### config.mk
export PLATFORM = sky130hd
export DESIGN_NAME = cpu_freq_sel
export DESIGN_NICKNAME = d
export VERILOG_FILES = /design/src/rtl/cpu_freq_sel_pkg.sv /design/src/rtl/fsel_div.sv /design/src/rtl/fsel_calc.sv /design/src/rtl/cpu_freq_sel.sv
export SDC_FILE = /design/constraint.sdc
export NUM_CORES = 1
export LEC_CHECK = 0
export ABC_AREA = 1
export CELL_PAD_IN_SITES_DETAIL_PLACEMENT = 0
export CELL_PAD_IN_SITES_GLOBAL_PLACEMENT = 1
export CORE_ASPECT_RATIO = 0.75
export CORE_UTILIZATION = 25
export CTS_CLUSTER_DIAMETER = 60
export DETAILED_ROUTE_END_ITERATION = 16
export HOLD_SLACK_MARGIN = 0.03
export PLACE_DENSITY = 0.56
export SLEW_MARGIN = 5
export SYNTH_ARGS = -nofsm -noshare
export SYNTH_HDL_FRONTEND = slang
export SYNTH_SLANG_ARGS = --single-unit
### constraint.sdc
create_clock -name clk -period 20.9 [get_ports clk]
set_clock_uncertainty 0.05 [all_clocks]
set_input_delay 4.18 -clock clk [delete_from_list [all_inputs] [get_ports clk]]
set_output_delay 4.18 -clock clk [all_outputs]
set_load 0.05 [all_outputs]
### src/rtl/cpu_freq_sel_pkg.sv
package cpu_freq_sel_pkg;

    localparam int IDX_W  = 5;
    localparam int STEP_W = 8;
    localparam int MAG_W  = STEP_W - 1;
    localparam int N_W    = 16;
    localparam int DIV_W  = 4;
    localparam int FREQ_W = 22;

    localparam int unsigned TBL_BASE_KHZ = 66000;
    localparam int unsigned TBL_INC_KHZ  = 4000;
    localparam int unsigned TBL_SPLIT    = 16;
    localparam int unsigned TBL_DIV_LO   = 4;
    localparam int unsigned TBL_DIV_HI   = 6;
    localparam int unsigned ALPHA_KHZ    = 1790;
    localparam int unsigned KHZ_PER_N    = 28;
    localparam int unsigned VCO_MIN_KHZ  = 200000;
    localparam int unsigned VCO_MAX_KHZ  = 1200000;

    typedef enum logic [1:0] {
        MODE_PRESET = 2'd0,
        MODE_STEP   = 2'd1,
        MODE_DIRECT = 2'd2,
        MODE_ALT    = 2'd3
    } fsel_mode_e;

    typedef enum logic [1:0] {
        ST_IDLE,
        ST_PREP,
        ST_DIV,
        ST_FIN
    } fsel_state_e;

    typedef struct packed {
        logic [FREQ_W-1:0] cpu;
        logic [DIV_W-1:0]  div;
        logic [FREQ_W-1:0] step;
    } tbl_entry_t;

    typedef struct packed {
        fsel_mode_e        mode;
        logic [IDX_W-1:0]  idx;
        logic [STEP_W-1:0] step;
        logic [N_W-1:0]    n;
        logic              ovr_en;
        logic [DIV_W-1:0]  ovr_div;
    } fsel_req_t;

    typedef struct packed {
        logic [FREQ_W-1:0] cpu;
        logic [FREQ_W-1:0] vco;
        logic [DIV_W-1:0]  div;
        logic [N_W-1:0]    n;
        logic              bad;
        logic              direct;
    } fsel_res_t;

    // Preset entries are generated from a linear rule instead of stored.
    function automatic tbl_entry_t tbl_lookup(input logic [IDX_W-1:0] idx);
        tbl_entry_t e;
        int unsigned i;
        i      = int'(idx);
        e.cpu  = FREQ_W'(TBL_BASE_KHZ + TBL_INC_KHZ * i);
        e.div  = (i < TBL_SPLIT) ? DIV_W'(TBL_DIV_LO) : DIV_W'(TBL_DIV_HI);
        e.step = FREQ_W'(ALPHA_KHZ / ((i < TBL_SPLIT) ? TBL_DIV_LO : TBL_DIV_HI));
        return e;
    endfunction

endpackage

### src/rtl/fsel_div.sv
module fsel_div
    import cpu_freq_sel_pkg::*;
#(
    parameter int W = FREQ_W
) (
    input  logic         clk,
    input  logic         rst,
    input  logic         start_i,
    input  logic [W-1:0] dividend_i,
    input  logic [W-1:0] divisor_i,
    output logic         done_o,
    output logic [W-1:0] quot_o
);
    localparam int CW = $clog2(W + 1);

    logic [W-1:0]  rem_q, quo_q, dvs_q;
    logic [CW-1:0] cnt_q;
    logic [W:0]    r_sh, r_sub;
    logic          ge;

    always_comb begin
        r_sh  = {rem_q, quo_q[W-1]};
        r_sub = r_sh - {1'b0, dvs_q};
        ge    = (r_sh >= {1'b0, dvs_q});
    end

    always_ff @(posedge clk) begin
        if (rst) begin
            rem_q  <= '0;
            quo_q  <= '0;
            dvs_q  <= '0;
            cnt_q  <= '0;
            done_o <= 1'b0;
        end else begin
            done_o <= 1'b0;
            if (start_i) begin
                rem_q <= '0;
                quo_q <= dividend_i;
                dvs_q <= divisor_i;
                cnt_q <= CW'(W);
            end else if (cnt_q != '0) begin
                rem_q <= ge ? W'(r_sub) : W'(r_sh);
                quo_q <= {quo_q[W-2:0], ge};
                cnt_q <= cnt_q - 1'b1;
                if (cnt_q == CW'(1)) done_o <= 1'b1;
            end
        end
    end

    assign quot_o = quo_q;
endmodule

### src/rtl/fsel_calc.sv
module fsel_calc
    import cpu_freq_sel_pkg::*;
#(
    parameter int unsigned VMIN = VCO_MIN_KHZ,
    parameter int unsigned VMAX = VCO_MAX_KHZ,
    parameter int unsigned KPN  = KHZ_PER_N
) (
    input  fsel_req_t         req_i,
    output fsel_res_t         res_o,
    output logic [FREQ_W-1:0] dvd_o,
    output logic [FREQ_W-1:0] dvs_o
);
    localparam int WW = FREQ_W + DIV_W + 2;

    tbl_entry_t       ent;
    logic [DIV_W-1:0] div;
    logic [MAG_W-1:0] mag;
    logic             down, direct, under;
    logic [WW-1:0]    base, offs, cpu_w, vco_w;

    always_comb begin
        ent    = tbl_lookup(req_i.idx);
        div    = req_i.ovr_en ? req_i.ovr_div : ent.div;
        direct = (req_i.mode == MODE_DIRECT);
        mag    = req_i.step[MAG_W-1:0];
        down   = req_i.step[STEP_W-1];
        base   = WW'(ent.cpu);
        offs   = WW'(mag) * WW'(ent.step);
        under  = 1'b0;
        cpu_w  = base;
        if (req_i.mode == MODE_STEP) begin
            if (down) begin
                under = (offs >= base);
                cpu_w = base - offs;
            end else begin
                cpu_w = base + offs;
            end
        end
        vco_w = direct ? WW'(req_i.n) * WW'(KPN) : cpu_w * WW'(div);

        res_o.bad    = (div == '0) || (!direct && under) ||
                       (vco_w < WW'(VMIN)) || (vco_w > WW'(VMAX));
        res_o.direct = direct;
        res_o.cpu    = direct ? '0 : FREQ_W'(cpu_w);
        res_o.vco    = FREQ_W'(vco_w);
        res_o.div    = div;
        res_o.n      = direct ? req_i.n : '0;

        dvd_o = FREQ_W'(vco_w);
        dvs_o = direct ? FREQ_W'(div) : FREQ_W'(KPN);
    end
endmodule

### src/rtl/cpu_freq_sel.sv
module cpu_freq_sel
    import cpu_freq_sel_pkg::*;
#(
    parameter int unsigned VMIN = VCO_MIN_KHZ,
    parameter int unsigned VMAX = VCO_MAX_KHZ,
    parameter int unsigned KPN  = KHZ_PER_N
) (
    input  logic              clk,
    input  logic              rst,
    input  logic              apply_i,
    input  logic [1:0]        mode_i,
    input  logic [IDX_W-1:0]  jumper_idx_i,
    input  logic [IDX_W-1:0]  reg_idx_i,
    input  logic              idx_from_reg_i,
    input  logic [STEP_W-1:0] step_code_i,
    input  logic [N_W-1:0]    loop_n_i,
    input  logic              div_ovr_en_i,
    input  logic [DIV_W-1:0]  div_ovr_i,
    output logic              busy_o,
    output logic              upd_valid_o,
    output logic              cfg_err_o,
    output logic [FREQ_W-1:0] cpu_khz_o,
    output logic [FREQ_W-1:0] vco_khz_o,
    output logic [DIV_W-1:0]  vco_div_o,
    output logic [N_W-1:0]    loop_n_o
);
    fsel_state_e       st_q;
    fsel_req_t         cur_req, req_q;
    fsel_res_t         calc_res, res_q;
    logic [FREQ_W-1:0] dvd, dvs, quot;
    logic              div_start, div_done;

    always_comb begin
        cur_req.mode    = fsel_mode_e'(mode_i);
        cur_req.idx     = idx_from_reg_i ? reg_idx_i : jumper_idx_i;
        cur_req.step    = step_code_i;
        cur_req.n       = loop_n_i;
        cur_req.ovr_en  = div_ovr_en_i;
        cur_req.ovr_div = div_ovr_i;
    end

    fsel_calc #(.VMIN(VMIN), .VMAX(VMAX), .KPN(KPN)) calc_i (
        .req_i (req_q),
        .res_o (calc_res),
        .dvd_o (dvd),
        .dvs_o (dvs)
    );

    assign div_start = (st_q == ST_PREP) && !calc_res.bad;

    fsel_div #(.W(FREQ_W)) div_i (
        .clk        (clk),
        .rst        (rst),
        .start_i    (div_start),
        .dividend_i (dvd),
        .divisor_i  (dvs),
        .done_o     (div_done),
        .quot_o     (quot)
    );

    always_ff @(posedge clk) begin
        if (rst) begin
            st_q        <= ST_IDLE;
            req_q       <= '0;
            res_q       <= '0;
            cfg_err_o   <= 1'b0;
            upd_valid_o <= 1'b0;
            cpu_khz_o   <= '0;
            vco_khz_o   <= '0;
            vco_div_o   <= '0;
            loop_n_o    <= '0;
        end else begin
            upd_valid_o <= 1'b0;
            unique case (st_q)
                ST_IDLE: begin
                    if (apply_i) begin
                        req_q <= cur_req;
                        st_q  <= ST_PREP;
                    end
                end
                ST_PREP: begin
                    res_q <= calc_res;
                    st_q  <= calc_res.bad ? ST_FIN : ST_DIV;
                end
                ST_DIV: begin
                    if (div_done) begin
                        if (res_q.direct) res_q.cpu <= quot;
                        else              res_q.n   <= N_W'(quot);
                        st_q <= ST_FIN;
                    end
                end
                ST_FIN: begin
                    if (res_q.bad) begin
                        cfg_err_o <= 1'b1;
                    end else begin
                        cfg_err_o   <= 1'b0;
                        upd_valid_o <= 1'b1;
                        cpu_khz_o   <= res_q.cpu;
                        vco_khz_o   <= res_q.vco;
                        vco_div_o   <= res_q.div;
                        loop_n_o    <= res_q.n;
                    end
                    st_q <= ST_IDLE;
                end
                default: st_q <= ST_IDLE;
            endcase
        end
    end

    assign busy_o = (st_q != ST_IDLE);
endmodule

==> summary.txt <==
Global routing
  • Met3 usage: 0.0185
  • Gr busiest metal: met1
  • Initial antenna violation count: 0
  • Met1 Use GR: 0.274
  • Gr usage total: 0.170
  • Largest net degree at the start of global routing: 86
  • First-pass GRT wire length: 99000 um
  • Met2 Track Usage GR: 0.241
  • Vias in the first global route: 16465
  • Remaining Overflow, GRT: 0

Die
  • Die extent in y: 236 um
  • I/O pins: 112
  • Starting Density: 0.253
  • Die W: 313 um
  • Cell Rows: between 80 and 90
  • Core Area: a little over 70000 um^2
  • Area of the die: ~74000 um^2

Timing
  • Setup TNS: 0 ps
  • Achievable Freq: 80.8 MHz
  • Final setup violation count: 0
  • RSZ-0062 raised after global routing: no
  • Final Max Tran Viols: 0
  • Fin worst setup slack: between 8000 and 9000 ps
  • Hold Violations, Final: 0
  • Slew margin rel.: 0.212
  • Period utilisation layout: 0.592
  • Minimum clock period: 12380 ps
  • Slew at the pin closest to its max-slew limit: 1170 ps

Drt
  • Final ANT Viol Nets: 0
  • Routed vias: 17239
  • Vias per cell: roughly 4.7
  • Routed wire length: 63200 um
  • Initial drt markers: 1122
  • Drt first pass iters: 5
  • Routed WL per cell: 17.1 um
  • Drt drc: 0

Clock tree
  • Reg clk slew, reported paths: 60 ps
  • Post-cts hold buffer count: 0
  • CTS Buffer Depth: 3
  • Post-CTS Setup Repair Bufs: 0
  • Clock tree sinks: approximately 230
  • CTS buffer count: 30
  • Clk root buf: clkbuf_16
  • H-tree depth: 1
  • Clk_lat worst skew: slightly below 600 ps
  • Resized cells post-CTS: 0
  • CTS tree: yes

Layout
  • Antenna diodes: 0
  • Fin nets: 3003
  • P&R area growth vs syn: 16.9%
  • Fin cells: between 3000 and 4000
  • Fraction of layout cells with a size suffix above 1: 0.0446

Yosys
  • Syn_nets: ~2900
  • Top FF cell, synth: dfxtp_1
  • Syn avg cell area: 6.86 um^2
  • Async S/R FF share, synth: 0
  • Synthesis warning total: 0
  • Yosys cell types: 47
  • Post-Syn Instances: 2651
  • Seq cells post-synth: 225
  • Post-synth EDFFs: 0
  • Seq/Total Area, Yosys: 0.248
  • Post-synthesis cell area: 18200 um^2

Placed design
  • I/O Buffers: 111
  • Post-Place Worst Slack: 8650 ps
  • Placed cells: 3637
  • GPL Wtd Cong: 0.846
  • DP Wirelength: 49700 um

Worst setup path
  • Type of the worst setup path: register to register
  • Critical Path RT: 21300 ps
  • FF-to-FF setup slack: roughly 8500 ps
  • Crit path max-delay family: adder cells
  • Crit-path max cell delay: 790 ps
  • Buf/Inv on CP: 7
  • Startpoint types: register
  • CP max stage cell: a21oi_2
  • Worst path arrival time: 12780 ps
  • Crit path max fanout: 52
  • Nature of the critical path endpoint: register

Flow run
  • Max Cap Viol: 0

Run status
  • Status: finished clean

Hold path
  • Hold WC Path Type: register to register
cells by family (layout without fill, tap and decap cells):
family	after synthesis	count (layout)	share of synthesized area
compound gates	478	478	0.142
xor+xnor	55	55	0.0265
fa+ha+maj	246	246	0.210
buf+inv	534	619	0.113
flops	225	225	0.248
mux	2	2	0.00110
simple gates	1111	1111	0.260
synth_stat cells (6+ instances only):
| master | number | area share |
|---|---|---|
| o21ai_0 | 181 | 0.050 |
| clkbuf_1 | 78 | 0.016 |
| nand2_2 | 9 | 0.0031 |
| buf_4 | 6 | 0.0025 |
| a31oi_1 | 37 | 0.013 |
| ha_1 | 148 | 0.10 |
| or2_2 | 10 | 0.0034 |
| nor2_1 | 215 | 0.044 |
| buf_1 | 7 | 0.0014 |
| a21oi_1 | 199 | 0.055 |
| fa_1 | 98 | 0.11 |
| nand2_1 | 599 | 0.12 |
| xor2_1 | 46 | 0.022 |
| inv_2 | 9 | 0.0019 |
| inv_1 | 422 | 0.087 |
| nand4_1 | 30 | 0.010 |
| nand3b_1 | 6 | 0.0025 |
| o211ai_1 | 20 | 0.0083 |
| a21boi_0 | 7 | 0.0029 |
| dfxtp_1 | 225 | 0.25 |
| nor3_1 | 13 | 0.0036 |
| nand3_1 | 209 | 0.058 |
| xnor2_1 | 9 | 0.0043 |
| o21bai_1 | 13 | 0.0054 |
sequential cells by signal, indices dropped and copies added (netlist names), 2 cells and up:
name / cells
res_q: 66
req_q: 36
cpu_khz_o: 22
div_i.quot_o: 22
div_i.rem_q: 22
vco_khz_o: 22
loop_n_o: 16
div_i.cnt_q: 5
div_i.dvs_q: 5
vco_div_o: 4
st_q: 2
worst reg2reg max path: cells and delay by family, from the launching register on:
family	cells	cell delay [ps]
and+or+nand+nor	14	2870
buffers and inverters	7	510
adders and majority gates	9	3990
AOI/OAI and AO/OA	16	3560
DFF	1	720
xor gates and xnor gates	3	560
cells in the final DEF (no fill, tap or decap), drive strengths merged, types with 3 or more instances in the layout:
cell type | netlist | layout
a21boi | 7 | 7
a21o | 3 | 3
a21oi | 201 | 201
a31oi | 37 | 37
buf | 21 | 17
clkbuf | 78 | 41
clkdlybuf4s50 | 0 | 111
clkinv | 4 | 7
dfxtp | 225 | 225
fa | 98 | 98
ha | 148 | 148
inv | 431 | 439
nand2 | 613 | 613
nand3 | 215 | 215
nand3b | 6 | 6
nand4 | 30 | 30
nor2 | 218 | 218
nor3 | 13 | 13
nor4 | 4 | 4
o211ai | 20 | 20
o21a | 3 | 3
o21ai | 186 | 186
o21bai | 13 | 13
or2 | 11 | 11
xnor2 | 9 | 9
xor2 | 46 | 46
layout make-up:
cell class	count	area [um^2]
clock inverter	15	160
multi-input combinational	1892	11700
inverter	435	1640
clock buffer	41	863
tap	957	1200
timing repair buffer	128	1240
sequential	225	4500
fill	7978	50600
stage by stage:
stage	hold WS, ps	area [um^2]	util
final	400	21300	0.296
after global routing	415	21300	0.296
after CTS	403	21300	0.296
after detailed placement	390	20200	0.281
after global placement	386	20200	0.281
after floorplan	363	18200	-
worst paths after layout:
path | start | end | cells after the start
worst max-delay path | req_q[33] | div_i.dvs_q[1] | 49
worst max register to register | req_q[33] | div_i.dvs_q[1] | 49
worst min register to register | res_q[64] | cpu_khz_o[20] | 2
worst min-delay path | res_q[64] | cpu_khz_o[20] | 2
per-layer routing:
metal	part of all wire	wire, um
met1	0.55	34700
met2	0.39	24900
met3	0.043	2710
met4	0.013	805
met5	0	0
Power is not shown: default switching activity piles up to over one toggle a cycle in this logic, so the estimate is an artifact.
